**src/rtl/mpip_pkg.sv**
```systemverilog
package mpip_pkg;
  localparam int NUM_ROWS = 3;
  localparam int NUM_COLS = 2;

  typedef enum logic [1:0] {
    MODE_OFF       = 2'd0,
    MODE_COL3      = 2'd1,
    MODE_GRID6     = 2'd2,
    MODE_GRID6_FIX = 2'd3
  } mpip_mode_e;
endpackage

```
**src/rtl/mpip_timing.sv**
```systemverilog
module mpip_timing #(
  parameter int H_CNT_W = 11,
  parameter int V_CNT_W = 10
) (
  input  logic               clk_i,
  input  logic               rst_ni,
  input  logic               hsync_i,
  input  logic               vsync_i,
  output logic [H_CNT_W-1:0] h_cnt_o,
  output logic [V_CNT_W-1:0] v_cnt_o,
  output logic               vs_rise_o
);
  localparam logic [H_CNT_W-1:0] H_MAX = '1;
  localparam logic [V_CNT_W-1:0] V_MAX = '1;

  logic hs_q, vs_q, hs_rise;

  assign hs_rise   = hsync_i & ~hs_q;
  assign vs_rise_o = vsync_i & ~vs_q;

  always_ff @(posedge clk_i or negedge rst_ni) begin
    if (!rst_ni) begin
      hs_q    <= 1'b0;
      vs_q    <= 1'b0;
      h_cnt_o <= '0;
      v_cnt_o <= '0;
    end else begin
      hs_q <= hsync_i;
      vs_q <= vsync_i;
      if (hs_rise)              h_cnt_o <= '0;
      else if (h_cnt_o != H_MAX) h_cnt_o <= h_cnt_o + 1'b1;
      if (vs_rise_o)                       v_cnt_o <= '0;
      else if (hs_rise && v_cnt_o != V_MAX) v_cnt_o <= v_cnt_o + 1'b1;
    end
  end

  // pixel count restarts after a line sync edge
  p_hrestart_r2: assert property (@(posedge clk_i) disable iff (!rst_ni)
    hs_rise |=> (h_cnt_o == '0));

  // line count restarts after a frame sync edge
  p_vrestart_r2: assert property (@(posedge clk_i) disable iff (!rst_ni)
    vs_rise_o |=> (v_cnt_o == '0));
endmodule

```
**src/rtl/mpip_cfg.sv**
```systemverilog
module mpip_cfg
  import mpip_pkg::*;
#(
  parameter int H_CNT_W = 11,
  parameter int V_CNT_W = 10
) (
  input  logic               clk_i,
  input  logic               rst_ni,
  input  logic               vs_rise_i,
  input  logic [1:0]         mode_i,
  input  logic               side_i,
  input  logic [H_CNT_W-1:0] h_ofs_i,
  input  logic [V_CNT_W-1:0] v_ofs_i,
  output mpip_mode_e         mode_o,
  output logic               side_o,
  output logic [H_CNT_W-1:0] h_ofs_o,
  output logic [V_CNT_W-1:0] v_ofs_o
);
  always_ff @(posedge clk_i or negedge rst_ni) begin
    if (!rst_ni) begin
      mode_o  <= MODE_OFF;
      side_o  <= 1'b0;
      h_ofs_o <= '0;
      v_ofs_o <= '0;
    end else if (vs_rise_i) begin
      mode_o  <= mpip_mode_e'(mode_i);
      side_o  <= side_i;
      h_ofs_o <= h_ofs_i;
      v_ofs_o <= v_ofs_i;
    end
  end

  // configuration only moves at a frame sync edge
  p_cfg_hold_r12: assert property (@(posedge clk_i) disable iff (!rst_ni)
    !vs_rise_i |=> ($stable(mode_o) && $stable(side_o) &&
                    $stable(h_ofs_o) && $stable(v_ofs_o)));
endmodule

```
**src/rtl/mpip_tile.sv**
```systemverilog
module mpip_tile
  import mpip_pkg::*;
#(
  parameter int ACT_W   = 1408,
  parameter int ACT_H   = 240,
  parameter int H_CNT_W = 11,
  parameter int V_CNT_W = 10
) (
  input  logic [H_CNT_W-1:0] h_cnt_i,
  input  logic [V_CNT_W-1:0] v_cnt_i,
  input  logic [H_CNT_W-1:0] h_ofs_i,
  input  logic [V_CNT_W-1:0] v_ofs_i,
  input  mpip_mode_e         mode_i,
  input  logic               side_i,
  output logic               hit_o,
  output logic [2:0]         idx_o,
  output logic [H_CNT_W-1:0] lx_o,
  output logic [V_CNT_W-1:0] ly_o
);
  localparam int IW = ACT_W / NUM_COLS;
  localparam int IH = ACT_H / NUM_ROWS;
  localparam logic [H_CNT_W-1:0] AW   = H_CNT_W'(ACT_W);
  localparam logic [V_CNT_W-1:0] AH   = V_CNT_W'(ACT_H);
  localparam logic [H_CNT_W-1:0] IW_C = H_CNT_W'(IW);
  localparam logic [V_CNT_W-1:0] TILE_H = V_CNT_W'(NUM_ROWS * IH);

  logic [H_CNT_W-1:0] ax;
  logic [V_CNT_W-1:0] ay;
  logic               act, in_rows, pc, lc, col_ok;
  logic [NUM_ROWS-1:0] row_ge;
  logic [V_CNT_W-1:0]  row_base [NUM_ROWS];
  logic [1:0]          row;

  assign ax  = h_cnt_i - h_ofs_i;
  assign ay  = v_cnt_i - v_ofs_i;
  assign act = (h_cnt_i >= h_ofs_i) && (ax < AW) &&
               (v_cnt_i >= v_ofs_i) && (ay < AH);
  assign in_rows = ay < TILE_H;

  for (genvar r = 0; r < NUM_ROWS; r++) begin : g_row
    assign row_base[r] = V_CNT_W'(r * IH);
    assign row_ge[r]   = ay >= row_base[r];
  end

  always_comb begin
    row = 2'd0;
    for (int r = 1; r < NUM_ROWS; r++)
      if (row_ge[r]) row = 2'(r);
  end

  assign pc = ax >= IW_C;
  // mirrored column order only in the mirrorable grid
  assign lc = pc ^ ((mode_i == MODE_GRID6) & side_i);
  assign col_ok = (mode_i != MODE_COL3) || (pc == side_i);

  assign hit_o = act && in_rows && row_ge[0] && (mode_i != MODE_OFF) && col_ok;

  always_comb begin
    idx_o = '0;
    lx_o  = '0;
    ly_o  = '0;
    if (hit_o) begin
      idx_o = (mode_i == MODE_COL3) ? {1'b0, row} : {row, lc};
      lx_o  = pc ? (ax - IW_C) : ax;
      ly_o  = ay - row_base[row];
    end
  end
endmodule

```
**src/rtl/mpip_layout.sv**
```systemverilog
module mpip_layout
  import mpip_pkg::*;
#(
  parameter int ACT_W   = 1408,
  parameter int ACT_H   = 240,
  parameter int H_CNT_W = 11,
  parameter int V_CNT_W = 10
) (
  input  logic               clk_i,
  input  logic               rst_ni,
  input  logic               hsync_i,
  input  logic               vsync_i,
  input  logic [1:0]         mode_i,
  input  logic               side_i,
  input  logic [H_CNT_W-1:0] h_ofs_i,
  input  logic [V_CNT_W-1:0] v_ofs_i,
  output logic               in_inset_o,
  output logic [2:0]         inset_idx_o,
  output logic [H_CNT_W-1:0] loc_x_o,
  output logic [V_CNT_W-1:0] loc_y_o,
  output logic               fbl_o
);
  localparam int IW = ACT_W / NUM_COLS;
  localparam int IH = ACT_H / NUM_ROWS;

  logic [H_CNT_W-1:0] h_cnt, h_ofs_q, lx;
  logic [V_CNT_W-1:0] v_cnt, v_ofs_q, ly;
  logic               vs_rise, side_q, hit;
  logic [2:0]         idx;
  mpip_mode_e         mode_q;

  mpip_timing #(.H_CNT_W(H_CNT_W), .V_CNT_W(V_CNT_W)) u_timing (
    .clk_i, .rst_ni, .hsync_i, .vsync_i,
    .h_cnt_o(h_cnt), .v_cnt_o(v_cnt), .vs_rise_o(vs_rise)
  );

  mpip_cfg #(.H_CNT_W(H_CNT_W), .V_CNT_W(V_CNT_W)) u_cfg (
    .clk_i, .rst_ni, .vs_rise_i(vs_rise),
    .mode_i, .side_i, .h_ofs_i, .v_ofs_i,
    .mode_o(mode_q), .side_o(side_q), .h_ofs_o(h_ofs_q), .v_ofs_o(v_ofs_q)
  );

  mpip_tile #(.ACT_W(ACT_W), .ACT_H(ACT_H), .H_CNT_W(H_CNT_W), .V_CNT_W(V_CNT_W)) u_tile (
    .h_cnt_i(h_cnt), .v_cnt_i(v_cnt), .h_ofs_i(h_ofs_q), .v_ofs_i(v_ofs_q),
    .mode_i(mode_q), .side_i(side_q),
    .hit_o(hit), .idx_o(idx), .lx_o(lx), .ly_o(ly)
  );

  // one register stage, aligned with the video path
  always_ff @(posedge clk_i or negedge rst_ni) begin
    if (!rst_ni) begin
      in_inset_o  <= 1'b0;
      fbl_o       <= 1'b0;
      inset_idx_o <= '0;
      loc_x_o     <= '0;
      loc_y_o     <= '0;
    end else begin
      in_inset_o  <= hit;
      fbl_o       <= hit;
      inset_idx_o <= idx;
      loc_x_o     <= lx;
      loc_y_o     <= ly;
    end
  end


  p_fbl_match_r10: assert property (@(posedge clk_i) disable iff (!rst_ni)
    fbl_o == in_inset_o);

  // left of window never flagged on the next cycle
  p_left_of_window_r3: assert property (@(posedge clk_i) disable iff (!rst_ni)
    (h_cnt < h_ofs_q) |=> !in_inset_o);


  p_off_blank_r11: assert property (@(posedge clk_i) disable iff (!rst_ni)
    (mode_q == MODE_OFF) |=> !fbl_o);


  p_col3_idx_r5: assert property (@(posedge clk_i) disable iff (!rst_ni)
    (mode_q == MODE_COL3) |=> (inset_idx_o < 3'd3));


  p_idx_range_r6: assert property (@(posedge clk_i) disable iff (!rst_ni)
    in_inset_o |-> (inset_idx_o <= 3'd5));


  p_loc_bound_r8: assert property (@(posedge clk_i) disable iff (!rst_ni)
    in_inset_o |-> ((loc_x_o < H_CNT_W'(IW)) && (loc_y_o < V_CNT_W'(IH))));

  p_idle_zero_r8: assert property (@(posedge clk_i) disable iff (!rst_ni)
    !in_inset_o |-> (inset_idx_o == '0 && loc_x_o == '0 && loc_y_o == '0));
endmodule

```
**config.mk**
```make
export PLATFORM = sky130hd
export DESIGN_NAME = mpip_layout
export DESIGN_NICKNAME = d
export VERILOG_FILES = /design/src/rtl/mpip_pkg.sv /design/src/rtl/mpip_timing.sv /design/src/rtl/mpip_cfg.sv /design/src/rtl/mpip_tile.sv /design/src/rtl/mpip_layout.sv
export SDC_FILE = /design/constraint.sdc
export NUM_CORES = 1
export LEC_CHECK = 0
export BUFFER_PORTS_ARGS = -buffer_cell sky130_fd_sc_hd__clkbuf_2
export CAP_MARGIN = 30
export CELL_PAD_IN_SITES_DETAIL_PLACEMENT = 1
export CELL_PAD_IN_SITES_GLOBAL_PLACEMENT = 2
export CORE_MARGIN = 2
export CORE_UTILIZATION = 34
export DETAILED_ROUTE_END_ITERATION = 6
export PLACE_DENSITY_LB_ADDON = 0.12
export SLEW_MARGIN = 20
export SYNTH_ARGS = -nofsm -noshare
export SYNTH_HDL_FRONTEND = slang
export SYNTH_SLANG_ARGS = --single-unit
```
**constraint.sdc**
```tcl
create_clock -name clk_i -period 3.9 [get_ports clk_i]
set_clock_uncertainty 0.15 [all_clocks]
set_input_delay 0.585 -clock clk_i [delete_from_list [all_inputs] [get_ports clk_i]]
set_output_delay 0.585 -clock clk_i [all_outputs]
set_load 0.02 [all_outputs]
```
==> results of run 1 <==
per-stage QoR:
step / total power (W) / hold WS, ns / setup TNS (ns)
6_report: 0.00272 / 0.0272 / 0
5_1_grt: 0.00291 / 0.0654 / -0.141
4_1_cts: 0.00268 / 0.201 / 0
3_5_place_dp: 0.00189 / 0.375 / -0.231
3_3_place_gp: 0.00187 / 0.346 / 0
2_1_floorplan: 0.00159 / 0.139 / 0
area by class of cell:
class / instances / area, sq um
sequential: 72 / 1800
inverter: 31 / 116
tap: 176 / 220
clock inverter: 3 / 17.5
clock buffer: 12 / 256
multi-input combinational: 358 / 2630
fill: 1539 / 7650
timing repair buffer: 79 / 500
kinds of logic after synthesis:
group / count (synthesis) / synth area share [%]
compound gates: 125 / 18.3
xor+xnor: 28 / 5.67
fa+ha+maj: 30 / 8.50
buf+inv: 50 / 5.61
flops: 72 / 39.2
mux: 6 / 1.44
simple gates: 169 / 21.2
layer usage:
metal	track usage [%]	vias to the layer above
met4	5.96	0
met2	26.9	63
met5	0	-
li1	-	1864
met1	25.0	1831
met3	2.45	9
path summary, 6_finish.rpt:
kind | startpoint | to | slack (ns) | cells after the start
max in group asynchronous | rst_ni | u_cfg.v_ofs_o[3] | 3.01 | 2
max reg2reg | u_timing.v_cnt_o[0] | loc_y_o[9] | 0.15 | 18
min | rst_ni | u_cfg.h_ofs_o[6] | 0.03 | 1
min reg2reg | u_cfg.h_ofs_o[0] | u_cfg.h_ofs_o[0] | 0.39 | 1
max | u_timing.v_cnt_o[0] | loc_y_o[9] | 0.15 | 18
min in group clk_i | hsync_i | u_timing.hs_q | 0.21 | 1
power breakdown:
part | switching (W) | internal, W | total, W
Combinational | 0.000645 | 0.000457 | 0.00110
Clock | 0.000307 | 0.000459 | 0.000766
Sequential | 0.0000513 | 0.000802 | 0.000854
Total | 0.00100 | 0.00172 | 0.00272
sequential cells by signal, indices dropped and copies added (netlist names):
signal,flops
u_timing.h_cnt_o,11
in_inset_o,1
u_timing.hs_q,1
u_cfg.mode_o,2
loc_x_o,11
u_cfg.v_ofs_o,10
inset_idx_o,3
loc_y_o,10
u_cfg.side_o,1
u_timing.vs_q,1
u_timing.v_cnt_o,10
u_cfg.h_ofs_o,11
cells in the final DEF (no fill, tap or decap), drive strengths merged, types with 3 or more instances in the layout:
master   n
nand2b   6
nand3   12
ha      28
buf     27
a21oi   33
clkbuf  64
xor2    11
o21ai   43
o22ai    5
and3     5
a211oi   7
o21a     3
inv     31
o211ai   5
xnor2   17
mux2     5
a21o     5
dfrtp   72
nand4    8
nor4     4
or3      9
nor2    42
nor2b    7
and4     3
nor3    22
or2      3
nand2   38
critical path, cell delays in order (launching register included):
cell and delay, ns:
dfrtp_1 0.39, inv_2 0.07, ha_4 0.13, inv_2 0.04
fa_2 0.40, a21o_4 0.24, a221oi_4 0.27, xnor2_2 0.19
o41ai_2 0.13, a211oi_2 0.24, o21ai_1 0.12, ha_1 0.34
o21ai_2 0.17, nand2b_1 0.11, a21oi_2 0.16, inv_1 0.07
a21oi_2 0.17, xnor2_2 0.11, nor3_2 0.17
cells in the mapped netlist (3+ instances only):
master and n:
o211ai_1 5, nand4_1 8, nand2b_1 6, xnor2_1 15
nor3_1 6, nand3_1 12, nor3_2 16, mux2_2 5
o21ai_2 3, dfrtp_1 72, xor2_1 11, a21oi_1 30
o21ai_1 4, or3_1 8, ha_1 28, a21o_1 5
nand2_1 38, clkbuf_1 7, o21a_1 3, o22ai_1 4
and3_1 5, buf_6 4, and4_1 3, nor2_1 40
nor4_2 4, inv_1 31, a211oi_1 6, a21oi_2 3
nor2b_1 7, o21ai_0 36, buf_2 3
what timing repair did:
item	CTS	global route
setup endpoints to repair	2	3
setup buffers	0	6
resized for setup	2	17
pin swaps	1	12
==> qor.txt, run 1 <==
Number of synthesized flops with an enable pin = 0
Fin nets = 609
Post-DP HPWL = 8.91 mm
Worst skew pair latency = 0.34 ns
Share of layout cells above drive strength 1 = 28.8%
CTS tree = yes
WP data required = 4.01 ns
Hold WC Path Type = primary input to async pin
Finished Core Util = 42.0%
Crit path kind = flop to flop
TritonCTS Buffers = 9
# DRC = 0
DRT antenna net count = 0
Area growth syn-to-layout = 20.8%
Syn Nets = 538
# rows = 42
Cells after Synth = 480
Maxcap violations = 0
Post-synthesis cell type count = 73
Critical path startpoint category = flop
Metal3 WL = 436 um
Top Ports = 54
WL/cell = 16.3 um
Initial DRC count = 106
Non-Filler Instances = 731
CTS sink cnt = 72
Critical path peak fanout = 5
Setup violations, final = 0
RSZ-0062 raised after global routing = yes
Vias per cell = 5.15
Final Cell Area = 5540 sq um
Diodes inserted = 0
1st-pass router iterations = 4
Starting Density = 34.8%
WL met1 = 6.00 mm
Ys Warns = 0
Die area = 14400 sq um
Power Dens Cells = 491 nW/um^2
Port buffer count = 53
CP Capture Type = flop
Slew at the pin closest to its max-slew limit = 0.539 ns
DP Cell Count = 709
Top cells by area, synth = dfrtp_1 (39%), ha_1 (7.6%), o21ai_0 (3.9%)
First-pass GRT wire length = 19.8 mm
Final Hold Fails = 0
Max_slew headroom = 64.1%
Placement Setup Slack = -0.126 ns
Mapped cell area = 4590 sq um
Post-synthesis register bit count = 72
Die height = 120 um
CTS HTree Levels = 3
Sequential element share of the synthesized area = 39.2%
Vias in the first global route = 3790
Critical Path AT = 3.86 ns
Core ar. = 13200 sq um
Most used DFF post-synth = dfrtp_1
Met2 routed wirelength = 5.30 mm
Fmax = 0.267 GHz
Leakage = 2.52 nW
Hold_buf cts = 0
Placed Area = 5110 sq um
Initial antenna violation count = 0
Tmin final = 3.75 ns
Routed WL = 11.9 mm
Clk root buf = clkbuf_16
Tcrit/Tclk final = 96.0%
Maximum root-to-sink buffer count = 2
Syn avg cell area = 9.56 sq um
Largest net degree at the start of global routing = 73
Outcome = finished, final reports clean
Worst-path clk slew = 0.06 ns
Highest routed layer = met4
Peak supply drop = 0.174 mV
Setup WS post-layout = 0.154 ns
Area share of the largest cell type after synthesis = 39.2%
Tot GR Track Use = 17.4%
Routed vias = 3767
GPL Wtd Cong = 0.838
Aggregate global routing overflow = 0
Synth async-reset ratio = 100%
Die X = 120 um
Post-synth top area cell = dfrtp_1
Final Max Tran Viols = 0
No activity file was read; power rests on OpenSTA's default activity.
==> inputs of run 2 (changes only) <==
SKIP_CTS_REPAIR_TIMING = 1   (was not set)
SYNTH_HIERARCHICAL = 1   (was not set)
==> qor.txt, run 2 <==
Die area = 14600 sq um
1st-pass router iterations = 6
Power, Total = 0.00267 W
CP cell instances = inv_1 > ha_1 > nor2b_1 > o2111a_1 > o31ai_1 > nand2_1 > xnor2_1 > ha_1 > and4_1 > o2111ai_1 > o211ai_2 > a2111oi_1 > o21bai_1 > a21oi_1 > a21oi_1
DP Cell Count = 694
Filler cells = 1535
CTS tree = yes
Final Cell Area = 5550 sq um
Vias per cell = 5.07
Hold WC Path Type = primary input to async pin
Starting Density = 34.9%
# DRC = 0
Final Hold Fails = 0
Port buffer count = 53
Diodes inserted = 0
Complex-gate fraction of the synthesized area = 17.2%
DRT antenna net count = 0
Vias in the first global route = 3629
Fin nets = 591
Initial antenna violation count = 0
TritonCTS Buffers = 9
Highest routed layer = met4
Top Registers = loc_x_o x11, u_cfg/h_ofs_o x11, u_timing/h_cnt_o x11
Synth Area in Adders = 7.90%
Post-DP HPWL = 8.76 mm
Most common cell in the netlist = dfrtp_1
Setup violations, final = 0
Ys Warns = 6
Aggregate global routing overflow = 0
Post-synthesis register bit count = 72
Die height = 121 um
Final Max Tran Viols = 0
Slew at the pin closest to its max-slew limit = 0.717 ns
Die X = 121 um
Area share of the largest cell type after synthesis = 39.0%
Post-Synth Simple-Gate Area = 15.9%
GPL Wtd Cong = 0.788
# rows = 42
Top cells by area, synth = dfrtp_1 (39%), ha_1 (7.0%), mux2_4 (6.5%)
Max_slew headroom = 51.9%
Worst path slowest cell = a2111oi_1
Tcrit/Tclk final = 94.8%
Largest family of logic cells by synthesized area = compound AO/OA/AOI/OAI gates
Post-synth top area cell = dfrtp_1
WL met1 = 5.82 mm
CTS HTree Levels = 3
Crit path kind = flop to flop
CTS sink cnt = 72
Post-synthesis mux area share = 8.58%
Synth async-reset ratio = 100%
Clk root buf = clkbuf_16
WP data required = 4.01 ns
Commonest non-fill, non-tap cells in the layout = dfrtp_1 (72), clkbuf_2 (52), nor2_1 (37), inv_1 (36), ha_1 (25)
Crit-path max cell delay = 0.47 ns
Post-synthesis cell type count = 73
Finished Core Util = 41.9%
Top Ports = 54
Most common library cells after synthesis = dfrtp_1 (72), nor2_1 (38), inv_1 (36)
Area growth syn-to-layout = 20.1%
Worst skew pair latency = 0.34 ns
Tot GR Track Use = 16.6%
Maxcap violations = 0
Fmax = 0.271 GHz
Syn Nets = 519
Xor and xnor area share after synthesis = 5.47%
CP Capture Type = flop
Outcome = finished, final reports clean
Number of synthesized flops with an enable pin = 0
Most used DFF post-synth = dfrtp_1
Most common cell after layout, fill and taps aside = dfrtp_1
Met2 routed wirelength = 4.94 mm
Cells after Synth = 463
Routed vias = 3632
Maximum root-to-sink buffer count = 2
Mapped cell area = 4620 sq um
Critical Path AT = 3.80 ns
Non-Filler Instances = 716
Routed WL = 11.3 mm
Leakage = 2.61 nW
Initial DRC count = 95
WL/cell = 15.8 um
Placed Area = 5110 sq um
First-pass GRT wire length = 18.8 mm
Largest net degree at the start of global routing = 73
Tmin final = 3.70 ns
Peak supply drop = 0.271 mV
Syn avg cell area = 9.99 sq um
Critical path startpoint category = flop
Critical path peak fanout = 4
Core ar. = 13200 sq um
Share of layout cells above drive strength 1 = 28.3%
Sequential element share of the synthesized area = 39.0%
Worst-path clk slew = 0.06 ns
Metal3 WL = 397 um
Power Dens Cells = 480 nW/um^2
==> run 2: cell types whose count changed after synthesis, moves of 4 or more <==
cell / before / now
nor4_1: 0 / 4
inv_1: 31 / 36
clkbuf_1: 7 / 2
o21ai_0: 36 / 21
nor2_2: 2 / 10
nand2_1: 38 / 23
mux2_4: 0 / 20
nor4_2: 4 / 0
o31ai_1: 1 / 6
a31oi_1: 2 / 11
nor3_2: 16 / 1
==> run 2: path summary, 6_finish.rpt <==
check                                      start             endpoint  slack, ns  depth (start not counted)
worst max register to register  u_cfg/h_ofs_o[1]       inset_idx_o[0]       0.20                         15
worst max-delay path            u_cfg/h_ofs_o[1]       inset_idx_o[0]       0.20                         15
worst min register to register  u_cfg/h_ofs_o[2]     u_cfg/h_ofs_o[2]       0.36                          1
worst min-delay path                      rst_ni           loc_y_o[6]       0.06                          1
min in group clk_i                       vsync_i        u_timing/vs_q       0.22                          1
max in group asynchronous                 rst_ni  u_timing/h_cnt_o[4]       2.98                          2
==> run 2: critical path: cells and delay by family, from the launching register on <==
family,cells,cell delay [ns]
simple gates,3,0.47
fa+ha+maj,2,0.55
xor+xnor,1,0.15
compound gates,8,1.83
buf+inv,1,0.06
flops,1,0.41
==> run 2: where the power goes <==
part	switching (W)	total (W)	internal, W	leakage [nW]
clock network	0.000303	0.000880	0.000577	0.154
logic	0.000515	0.000915	0.000400	1.51
registers	0.0000642	0.000870	0.000806	0.940
total	0.000883	0.00267	0.00178	2.61
==> run 2: metrics by stage <==
step / hold WS, ns / setup TNS (ns) / setup WS, ns
final: 0.0555 / 0 / 0.204
after global routing: 0.0937 / -0.0152 / -0.0111
after CTS: 0.208 / -0.0658 / -0.0352
after detailed placement: 0.348 / -0.000707 / -0.000707
after global placement: 0.344 / 0 / 0.179
after floorplan: 0.139 / 0 / 0.208
==> run 2: layer usage <==
metal  global-route usage [%]  up-vias
met5                        0        -
met1                     24.0     1751
met3                     3.63       12
met4                     6.03        0
met2                     24.4       63
li1                         -     1806
==> run 2: cell type report <==
cell class                      count  area, sq um  share of cell area, %
Multi-Input combinational cell    338         2620                   47.1
Sequential cell                    72         1800                   32.4
Timing Repair Buffer               77          460                   8.29
Clock buffer                       13          250                   4.51
Tap cell                          176          220                   3.96
Inverter                           37          139                   2.50
Clock inverter                      3         65.1                   1.17
==> run 2: cells by family after synthesis <==
kind of cell	count (synthesis)
simple gates	140
compound gates	113
flops	72
buf+inv	53
mux	29
xor+xnor	28
fa+ha+maj	28
==> inputs of run 3 (changes only) <==
CORE_UTILIZATION = 30   (was 34)
==> qor.txt, run 3 (synthesis gave the netlist of run 2 again) <==
Outcome = finished, final reports clean
Critical Path AT = 3.76 ns
Maximum root-to-sink buffer count = 2
Area of the multi-input gates = 2570 sq um
Worst-path clk slew = 0.06 ns
Vias per cell = 5.04
Slew at the pin closest to its max-slew limit = 0.812 ns
Register Area = 1800 sq um
Clk root buf = clkbuf_16
Starting Density = 30.5%
Fin nets = 587
Top Ports = 54
Filler cells = 1729
WL/cell = 16.3 um
Placement Setup Slack = 0.0318 ns
Fmax = 0.271 GHz
Share of layout cells above drive strength 1 = 27.6%
Tcrit/Tclk final = 94.7%
CTS HTree Levels = 3
Area growth syn-to-layout = 20.0%
Setup violations, final = 0
Tot GR Track Use = 15.2%
Port buffer count = 53
Diodes inserted = 0
CP cell instances = inv_1 > ha_1 > inv_1 > fa_1 > a211oi_2 > nor2_2 > a31oi_2 > buf_4 > a211oi_1 > nor3_2 > a21oi_1 > ha_1 > a2111o_1 > a21oi_2 > o41ai_1 > xnor2_1 > nor2_1
Power Dens Cells = 498 nW/um^2
Post-DP HPWL = 8.97 mm
# rows = 45
DP Cell Count = 706
Worst path slowest cell = fa_1
Core ar. = 15100 sq um
Routed WL = 11.8 mm
Top Registers = loc_x_o x11, u_cfg/h_ofs_o x11, u_timing/h_cnt_o x11
Final Max Tran Viols = 0
Die area = 16400 sq um
WP data required = 3.96 ns
Max_slew headroom = 45.4%
Largest net degree at the start of global routing = 73
Die height = 128 um
Reg-to-reg slack, setup = 0.21 ns
Routed vias = 3649
Commonest non-fill, non-tap cells in the layout = dfrtp_1 (72), clkbuf_2 (52), nor2_1 (37), inv_1 (36), ha_1 (25)
Initial DRC count = 148
Leakage = 2.61 nW
Aggregate global routing overflow = 0
Peak supply drop = 0.213 mV
Worst skew pair latency = 0.34 ns
Crit-path max cell delay = 0.42 ns
Critical path peak fanout = 4
Maxcap violations = 0
CTS tree = yes
Final Hold Fails = 0
Non-Filler Instances = 724
Crit path kind = flop to flop
WHS = 0.0184 ns
Setup WS post-layout = 0.206 ns
1st-pass router iterations = 4
Hold WC Path Type = primary input to async pin
TritonCTS Buffers = 9
# DRC = 0
Tmin final = 3.69 ns
Die X = 128 um
Initial antenna violation count = 0
DRT antenna net count = 0
Vias in the first global route = 3737
Critical path startpoint category = flop
GPL Wtd Cong = 0.794
First-pass GRT wire length = 19.6 mm
CTS sink cnt = 72
CP Capture Type = flop
Most common cell after layout, fill and taps aside = dfrtp_1
run 3: power by group:
part,switching (W),internal (W),leakage [nW]
clock network,0.000328,0.000692,0.180
logic,0.000502,0.000374,1.49
registers,0.0000615,0.000806,0.940
run 3: final cells by class:
cell class	count	share of cell area, %
clock buffers	9	4.06
clock inverters	7	2.57
inverters	37	2.50
multi-input cells	338	46.3
flip-flops and latches	72	32.5
well taps	188	4.24
repair buffers	73	7.89
run 3: worst max-delay path: cells and delay by family (launching register included):
kind | cells | cell delay [ns]
AOI/OAI and AO/OA | 7 | 1.24
and+or+nand+nor | 3 | 0.38
DFF | 1 | 0.41
xor gates and xnor gates | 1 | 0.19
buffers and inverters | 3 | 0.27
adders and majority gates | 3 | 0.92
run 3: through the flow:
stage                     TNS [ns]  total power (W)  area (sq um)  utilization, %
after floorplan                  0          0.00149          4620               -
after global placement           0          0.00173          5120            33.8
after detailed placement         0          0.00174          5120            33.8
after CTS                  -0.0335          0.00278          5490            36.2
after global routing       -0.0111          0.00294          5550            36.7
final                            0          0.00276          5550            36.7
run 3: path summary, 6_finish.rpt:
path                            depth (start not counted)                to                start
worst max-delay path                                   17        loc_y_o[8]  u_timing/v_cnt_o[0]
worst min register to register                          1  u_cfg/v_ofs_o[7]     u_cfg/v_ofs_o[7]
worst min-delay path                                    1        loc_y_o[7]               rst_ni
worst max register to register                         17        loc_y_o[8]  u_timing/v_cnt_o[0]
max in group asynchronous                               2        loc_x_o[2]               rst_ni
min in group clk_i                                      1     u_timing/vs_q              vsync_i
run 3: layer usage:
layer  global-route usage (%)  vias up  wire [um]
met1                     21.8     1766       6090
met2                     22.9       63       5100
li1                         -     1809          -
met5                        0        -          0
met3                     3.34       11        440
met4                     4.27        0        142
